File: src/rtl/ide_pio_pkg.sv
package ide_pio_pkg;

  typedef enum logic [1:0] {
    PIO_IDLE    = 2'd0,
    PIO_STROBE  = 2'd1,
    PIO_RECOVER = 2'd2
  } pio_state_e;

  // Inverted code with offset: the largest code gives the shortest time.
  function automatic int code_to_clocks(input int code, input int longest);
    return longest - code;
  endfunction

endpackage

File: src/rtl/pio_reset_sync.sv
module pio_reset_sync #(
  parameter int STAGES = 2
) (
  input  logic clk,
  input  logic arst_n,
  output logic rst_n_sync
);

  logic [STAGES-1:0] chain_q;

  always_ff @(posedge clk or negedge arst_n) begin
    if (!arst_n) chain_q <= '0;
    else         chain_q <= {chain_q[STAGES-2:0], 1'b1};
  end

  assign rst_n_sync = chain_q[STAGES-1];

endmodule

File: src/rtl/pio_timing_select.sv
module pio_timing_select #(
  parameter int NUM_DRIVES     = 2,
  parameter int CODE_W         = 2,
  parameter int DRV_SEL_W      = 1,
  parameter int CNT_W          = 3,
  parameter int SAMPLE_LONGEST = 5,
  parameter int RECOV_LONGEST  = 4
) (
  input  logic                         clk,
  input  logic                         rst_n,
  input  logic                         capture,
  input  logic [DRV_SEL_W-1:0]         drive_sel,
  input  logic [NUM_DRIVES*CODE_W-1:0] sample_codes,
  input  logic [NUM_DRIVES*CODE_W-1:0] recov_codes,
  output logic [CNT_W-1:0]             sample_load_clks,
  output logic [CNT_W-1:0]             recov_held_clks
);

  logic [CODE_W-1:0] samp_arr [NUM_DRIVES];
  logic [CODE_W-1:0] rec_arr  [NUM_DRIVES];
  logic [CODE_W-1:0] recov_code_d, recov_code_q;

  // Split the flat buses into per-drive fields (drive d at [d*CODE_W +: CODE_W])
  for (genvar g = 0; g < NUM_DRIVES; g++) begin : g_field
    assign samp_arr[g] = sample_codes[g*CODE_W +: CODE_W];
    assign rec_arr[g]  = recov_codes[g*CODE_W +: CODE_W];
  end

  // Sample-point length is consumed at the acceptance edge itself
  assign sample_load_clks =
    CNT_W'(ide_pio_pkg::code_to_clocks(int'(samp_arr[drive_sel]), SAMPLE_LONGEST));

  // Recovery code is used later, so it is captured with a clock enable
  always_comb begin
    recov_code_d = recov_code_q;
    if (capture) recov_code_d = rec_arr[drive_sel];
  end

  always_ff @(posedge clk or negedge rst_n) begin
    if (!rst_n) recov_code_q <= '0;
    else        recov_code_q <= recov_code_d;
  end

  assign recov_held_clks =
    CNT_W'(ide_pio_pkg::code_to_clocks(int'(recov_code_q), RECOV_LONGEST));


  recov_hold_chk: assert property (@(posedge clk) disable iff (!rst_n)
    !capture |=> $stable(recov_code_q));


  recov_capture_chk: assert property (@(posedge clk) disable iff (!rst_n)
    capture |=> recov_code_q == $past(rec_arr[drive_sel]));

endmodule

File: src/rtl/pio_interval_counter.sv
module pio_interval_counter #(
  parameter int CNT_W = 3
) (
  input  logic             clk,
  input  logic             rst_n,
  input  logic             load,
  input  logic [CNT_W-1:0] load_val,
  input  logic             dec,
  output logic             is_zero,
  output logic             is_one
);

  logic [CNT_W-1:0] cnt_d, cnt_q;

  always_comb begin
    cnt_d = cnt_q;
    if (load)                    cnt_d = load_val;
    else if (dec && !is_zero)    cnt_d = cnt_q - CNT_W'(1);
  end

  always_ff @(posedge clk or negedge rst_n) begin
    if (!rst_n) cnt_q <= '0;
    else        cnt_q <= cnt_d;
  end

  assign is_zero = (cnt_q == '0);
  assign is_one  = (cnt_q == CNT_W'(1));


  cnt_load_chk: assert property (@(posedge clk) disable iff (!rst_n)
    load |=> cnt_q == $past(load_val));


  cnt_step_chk: assert property (@(posedge clk) disable iff (!rst_n)
    (dec && !load && !is_zero) |=> cnt_q == $past(cnt_q) - CNT_W'(1));

endmodule

File: src/rtl/pio_cycle_fsm.sv
module pio_cycle_fsm
  import ide_pio_pkg::*;
#(
  parameter int CNT_W = 3
) (
  input  logic             clk,
  input  logic             rst_n,
  input  logic             req_valid,
  input  logic             req_write,
  input  logic             iordy,
  input  logic [CNT_W-1:0] sample_load_clks,
  input  logic [CNT_W-1:0] recov_held_clks,
  input  logic             cnt_zero,
  input  logic             cnt_one,
  output logic             cnt_load,
  output logic [CNT_W-1:0] cnt_load_val,
  output logic             cnt_dec,
  output logic             capture,
  output logic             rd_strobe_n,
  output logic             wr_strobe_n,
  output logic             busy,
  output logic             done
);

  pio_state_e state_d, state_q;
  logic       write_d, write_q;
  logic       done_d,  done_q;
  logic       ready_hit;

  assign capture   = (state_q == PIO_IDLE) && req_valid;
  assign ready_hit = (state_q == PIO_STROBE) && cnt_zero && iordy;

  // Next-state and counter control
  always_comb begin
    state_d      = state_q;
    cnt_load     = 1'b0;
    cnt_load_val = '0;
    cnt_dec      = 1'b0;
    case (state_q)
      PIO_IDLE: begin
        if (req_valid) begin
          state_d      = PIO_STROBE;
          cnt_load     = 1'b1;
          cnt_load_val = sample_load_clks - CNT_W'(1);
        end
      end
      PIO_STROBE: begin
        if (!cnt_zero) begin
          cnt_dec = 1'b1;
        end else if (iordy) begin
          if (recov_held_clks > CNT_W'(1)) begin
            state_d      = PIO_RECOVER;
            cnt_load     = 1'b1;
            cnt_load_val = recov_held_clks - CNT_W'(1);
          end else begin
            state_d = PIO_IDLE;
          end
        end
      end
      PIO_RECOVER: begin
        cnt_dec = 1'b1;
        if (cnt_one) state_d = PIO_IDLE;
      end
      default: state_d = PIO_IDLE;
    endcase
  end

  always_comb begin
    write_d = write_q;
    if (capture) write_d = req_write;
    done_d = ready_hit;
  end

  always_ff @(posedge clk or negedge rst_n) begin
    if (!rst_n) begin
      state_q <= PIO_IDLE;
      write_q <= 1'b0;
      done_q  <= 1'b0;
    end else begin
      state_q <= state_d;
      write_q <= write_d;
      done_q  <= done_d;
    end
  end

  assign rd_strobe_n = !((state_q == PIO_STROBE) && !write_q);
  assign wr_strobe_n = !((state_q == PIO_STROBE) &&  write_q);
  assign busy        = (state_q != PIO_IDLE);
  assign done        = done_q;


  accept_strobe_chk: assert property (@(posedge clk) disable iff (!rst_n)
    (state_q == PIO_IDLE && req_valid) |=> (busy && (rd_strobe_n != wr_strobe_n)));


  ready_wait_chk: assert property (@(posedge clk) disable iff (!rst_n)
    (state_q == PIO_STROBE && cnt_zero && !iordy) |=> (state_q == PIO_STROBE && $stable(write_q)));


  done_single_chk: assert property (@(posedge clk) disable iff (!rst_n)
    done_q |=> !done_q);


  done_release_chk: assert property (@(posedge clk) disable iff (!rst_n)
    done_q |-> (rd_strobe_n && wr_strobe_n));


  hold_off_chk: assert property (@(posedge clk) disable iff (!rst_n)
    (state_q == PIO_RECOVER) |=> (state_q != PIO_STROBE));

endmodule

File: src/rtl/ide_pio_timer.sv
module ide_pio_timer #(
  parameter int NUM_DRIVES     = 2,
  parameter int CODE_W         = 2,
  parameter int SAMPLE_LONGEST = 5,
  parameter int RECOV_LONGEST  = 4,
  parameter int RST_STAGES     = 2,
  parameter int DRV_SEL_W      = (NUM_DRIVES > 1) ? $clog2(NUM_DRIVES) : 1,
  parameter int CNT_W          = $clog2(((SAMPLE_LONGEST > RECOV_LONGEST) ?
                                         SAMPLE_LONGEST : RECOV_LONGEST) + 1)
) (
  input  logic                         clk,
  input  logic                         rst_n,
  input  logic                         req_valid,
  input  logic [DRV_SEL_W-1:0]         req_drive,
  input  logic                         req_write,
  input  logic                         iordy,
  input  logic [NUM_DRIVES*CODE_W-1:0] sample_codes,
  input  logic [NUM_DRIVES*CODE_W-1:0] recov_codes,
  output logic                         rd_strobe_n,
  output logic                         wr_strobe_n,
  output logic                         busy,
  output logic                         done
);

  logic             rst_sync_n;
  logic             capture;
  logic [CNT_W-1:0] sample_load_clks;
  logic [CNT_W-1:0] recov_held_clks;
  logic             cnt_load, cnt_dec, cnt_zero, cnt_one;
  logic [CNT_W-1:0] cnt_load_val;

  pio_reset_sync #(.STAGES(RST_STAGES)) u_rst (
    .clk        (clk),
    .arst_n     (rst_n),
    .rst_n_sync (rst_sync_n)
  );

  pio_timing_select #(
    .NUM_DRIVES     (NUM_DRIVES),
    .CODE_W         (CODE_W),
    .DRV_SEL_W      (DRV_SEL_W),
    .CNT_W          (CNT_W),
    .SAMPLE_LONGEST (SAMPLE_LONGEST),
    .RECOV_LONGEST  (RECOV_LONGEST)
  ) u_sel (
    .clk              (clk),
    .rst_n            (rst_sync_n),
    .capture          (capture),
    .drive_sel        (req_drive),
    .sample_codes     (sample_codes),
    .recov_codes      (recov_codes),
    .sample_load_clks (sample_load_clks),
    .recov_held_clks  (recov_held_clks)
  );

  pio_interval_counter #(.CNT_W(CNT_W)) u_cnt (
    .clk      (clk),
    .rst_n    (rst_sync_n),
    .load     (cnt_load),
    .load_val (cnt_load_val),
    .dec      (cnt_dec),
    .is_zero  (cnt_zero),
    .is_one   (cnt_one)
  );

  pio_cycle_fsm #(.CNT_W(CNT_W)) u_fsm (
    .clk              (clk),
    .rst_n            (rst_sync_n),
    .req_valid        (req_valid),
    .req_write        (req_write),
    .iordy            (iordy),
    .sample_load_clks (sample_load_clks),
    .recov_held_clks  (recov_held_clks),
    .cnt_zero         (cnt_zero),
    .cnt_one          (cnt_one),
    .cnt_load         (cnt_load),
    .cnt_load_val     (cnt_load_val),
    .cnt_dec          (cnt_dec),
    .capture          (capture),
    .rd_strobe_n      (rd_strobe_n),
    .wr_strobe_n      (wr_strobe_n),
    .busy             (busy),
    .done             (done)
  );


  one_strobe_chk: assert property (@(posedge clk) disable iff (!rst_sync_n)
    (rd_strobe_n || wr_strobe_n));


  idle_quiet_chk: assert property (@(posedge clk) disable iff (!rst_sync_n)
    !busy |-> (rd_strobe_n && wr_strobe_n));

endmodule

File: config.mk
export PLATFORM = sky130hd
export DESIGN_NAME = ide_pio_timer
export DESIGN_NICKNAME = d
export VERILOG_FILES = /design/src/rtl/ide_pio_pkg.sv /design/src/rtl/pio_reset_sync.sv /design/src/rtl/pio_timing_select.sv /design/src/rtl/pio_interval_counter.sv /design/src/rtl/pio_cycle_fsm.sv /design/src/rtl/ide_pio_timer.sv
export SDC_FILE = /design/constraint.sdc
export NUM_CORES = 1
export LEC_CHECK = 0
export BUFFER_PORTS_ARGS = -buffer_cell sky130_fd_sc_hd__buf_4
export CORE_MARGIN = 3
export CORE_UTILIZATION = 30
export CTS_BUF_LIST = sky130_fd_sc_hd__clkbuf_4
export DETAILED_ROUTE_END_ITERATION = 10
export PLACE_DENSITY = 0.49
export SYNTH_ARGS = -nofsm -noshare
export SYNTH_HDL_FRONTEND = slang
export SYNTH_HIERARCHICAL = 1
export SYNTH_SLANG_ARGS = --single-unit
export TNS_END_PERCENT = 100
File: constraint.sdc
create_clock -name clk -period 1.2 [get_ports clk]
set_input_delay 0.12 -clock clk [delete_from_list [all_inputs] [get_ports clk]]
set_output_delay 0.12 -clock clk [all_outputs]
set_load 0.1 [all_outputs]
==> flow_summary_export.csv <==
group,metric,value,unit
floorplanning,die-area,0.00332,sq mm
cells_and_area,layout-area-overhead-vs-synth,82.6,%
synthesis,combinational_family_with_the_most_area_after_synthesis,"simple AND/OR/NAND/NOR gates",
synthesis,muxShareOfSynthArea,0.0642,
setup_path,worstSetupEndpointType,"flip-flop",
setup_path,setup_cp_type,"flip-flop to flip-flop",
setup_path,path_cells,"inv_2 -> ha_4 -> inv_4 -> ha_4 -> o21ba_4 -> o21ai_4 -> buf_4 -> o22ai_2 -> nand2_1 -> nand3_1",
synthesis,synth.area.top_cells,"dfrtp_1 (34%), ha_1 (16%), inv_1 (6.6%)",
clocking,cts_buffer_depth,2,
clocking,cts-buffers-inserted,3,
synthesis,synth_adder_area_share,0.156,
grt,first_global_vias,720,
synthesis,synth_simple_gate_area_frac,0.172,
grt,largest_net_degree_at_the_start_of_global_routing,10,
sta,finalCriticalPeriod,1.61,ns
grt,grt_util_all_layers,0.124,
sta,finalCritPeriodShare,1.34,
sta,skew,0.00356,ns
route,postRouteWirelength,1.89,mm
route,drt_pass1_iterations,4,
floorplanning,floorplan.die.height,57.6,um
route,via_count,741,
clocking,clock_latency_reported_for_the_late_side_of_the_worst_skew_pair,0.27,ns
setup_path,crit_required,1.35,ns
setup_path,worst_path_most_repeated_cell,"ha_4",
worst_hold_path,timing.hold.worst_path_depth,2,
floorplanning,floorplan.core_area,0.00250,sq mm
setup_path,critical_path_peak_fanout,3,
clocking,htree_num_levels,1,
synthesis,postSynthRegisterBits,11,
cells_and_area,nFillCells,199,
route,detail_route.drc_violations,0,
synthesis,synthesis.area_per_instance,9.30,sq um
sta,maxSlewViolCount,0,
place,finalWeightedCongestion,0.755,
clocking,clock_tree.root_cell,"clkbuf_4",
grt,grt_first_pass_wirelength,3.15,mm
sta,setup_slack,-0.411,ns
synthesis,synth_ff_type,"dfrtp_1",
sta,hold_violations,0,
cells_and_area,nNetsFinal,159,
run_status,run_status,"complete, but fails checks",
synthesis,netlist-cell-type-count,32,
setup_path,critical-path-max-stage-delay,0.39,ns
floorplanning,placementRows,18,
sta,maxClockFrequency,621,MHz
route,vias_per_cell,4.52,
setup_path,timing.critical_path.arrival,1.77,ns
sta,setup_repair_after_global_routing_missed_its_margin,"true",
synthesis,yosysWarningCount,6,
synthesis,synth_nets,110,
grt,grt_overflow_total,0,
clocking,cts_tree,"built",
clocking,worst_setup_hold_path_clk_slew,0.07,ns
cells_and_area,postLayoutCoreUtil,0.584,
synthesis,synth_area_leader_cell,"dfrtp_1",
cells_and_area,insertedDiodeCount,0,
power,static-leakage-power,0.000702,uW
setup_path,rr_worst_depth,10,
floorplanning,number_of_ports_placed_on_the_die_boundary,18,
synthesis,synth_top_area_frac,0.344,
run_status,violations,"negative setup slack",
place,placedCellCount,151,
synthesis,syn-cell-area,800,sq um
setup_path,library_cell_contributing_the_largest_single_delay_on_the_critical_path,"dfrtp_1",
synthesis,syn_inst,86,
sta,report.final.setup_viol,12,
floorplanning,die_width,57.6,um
route,route.antenna.remaining_nets,0,
worst_hold_path,hold_path_class,"input port to flip-flop",
synthesis,synth_edf_count,0,
floorplanning,initial_utilization,0.320,
cells_and_area,layout.cells.non_filler,164,
synthesis,synth-async-reset-ratio,1.00,
synthesis,synth_seq_area_share,0.344,
grt,number_of_antenna_violations_at_the_first_check_in_global_routing,0,
setup_path,crit_path_start_kind,"flip-flop",
power,power_density,2920,mW/mm^2
flow_run,cap_viol_max_count,0,
place,place_hpwl,1.44,mm
route,post_drt_wl_per_cell,11.5,um
synthesis,synth_compound_area_frac,0.155,
power,vdd.ir_drop.worst,2.10,mV
cells_and_area,layout-drive-gt1-share,0.627,
place,port_buffer_count,17,
clocking,cts.sink_count,11,
synthesis,synth-xor-area-share,0.0219,
route,first_iter_violations,8,
-- cell usage in the layout (no fill, tap or decap), types with 2 or more instances in the layout --
cell type   n
buf_6      11
a31oi_1     2
xnor2_1     2
o22ai_2     2
dfrtp_1    11
nor2_1      3
buf_4      31
mux2i_1     4
a21oi_1     2
a21oi_2     2
or2b_4      2
buf_12      3
nand3_1     2
inv_2       7
nand3_2     2
clkbuf_4    4
nand2_4     2
nand2_1     4
inv_1       4
ha_4        6
ha_1        4
-- Yosys cell counts (2+ instances only) --
cell and number:
inv_1 14, dfrtp_1 11, ha_1 10, nand2_1 6, a21oi_1 4, mux2i_1 4
nand3_1 4, nor2_1 4, o22ai_1 3, a31oi_1 2, or2b_1 2, xnor2_1 2
-- critical path: cells and delay by family, from the launching register on --
kind	cells	cell delay, ns
buffers and inverters	3	0.28
AOI/OAI and AO/OA	3	0.38
DFF	1	0.39
adders and majority gates	2	0.32
and+or+nand+nor	2	0.13
-- flip-flops by register name (all words and copies together) (netlist names) --
name                cells
u_cnt/cnt_q             3
u_fsm/write_q           1
u_fsm/done              1
u_rst/chain_q           2
u_fsm/state_q           2
u_sel/recov_code_q      2
-- worst paths after layout --
kind                            slack [ns]                  start                to
worst min-delay path                  0.09              req_write     u_fsm/write_q
min in group asynchronous             0.16       u_rst/chain_q[1]    u_cnt/cnt_q[0]
worst max-delay path                 -0.41  u_sel/recov_code_q[1]    u_cnt/cnt_q[0]
max in group asynchronous             0.76       u_rst/chain_q[1]  u_fsm/state_q[1]
worst max register to register       -0.41  u_sel/recov_code_q[1]    u_cnt/cnt_q[0]
worst min register to register        0.16       u_rst/chain_q[1]    u_cnt/cnt_q[0]
-- layer usage --
layer,routed length [um],GRT usage
met1,857,0.157
met2,945,0.202
met3,60,0.0401
met4,23,0.0397
met5,0,0
-- timing repair --
action / CTS / global route
pin swaps: 10 / 3
cloned: 0 / 0
setup endpoints to repair: 10 / 12
setup buffers: 5 / 3
hold endpoints to repair: 2 / 0
resized for setup: 32 / 13
hold buffers: 1 / 0
-- report_power, final --
part | switching (uW) | internal [uW]
combinational | 1660 | 1710
sequential | 109 | 506
clock | 116 | 151
-- stage by stage --
step                hold slack [ns]  total power, uW  instance area [sq um]  TNS [ns]  setup slack (ns)
CTS                          0.0778             4070                   1400     -2.80            -0.430
global route                 0.0900             4550                   1460     -3.73            -0.487
finish                       0.0947             4260                   1460     -2.98            -0.411
floorplan                    -0.176             2350                    866     -1.42            -0.417
global placement            -0.0985             3100                   1170     -2.25            -0.436
detailed placement          -0.0974             3140                   1170     -2.41            -0.483
-- area by class of cell --
class,instances,area (sq um),share of cell area
repair buffers,46,427,0.292
multi-input cells,59,627,0.429
inverters,14,63.8,0.0437
flip-flops and latches,11,275,0.189
clock buffers,4,30.0,0.0206
well taps,30,37.5,0.0257
-- kinds of logic (layout without fill, tap and decap cells) --
kind of cell	Yosys count	after routing
compound gates	18	18
xor+xnor	2	2
fa+ha+maj	10	10
buf+inv	16	64
flops	11	11
mux	5	5
other cells	1	1
simple gates	23	23
Note: power is estimated with default switching activity, not from simulation.
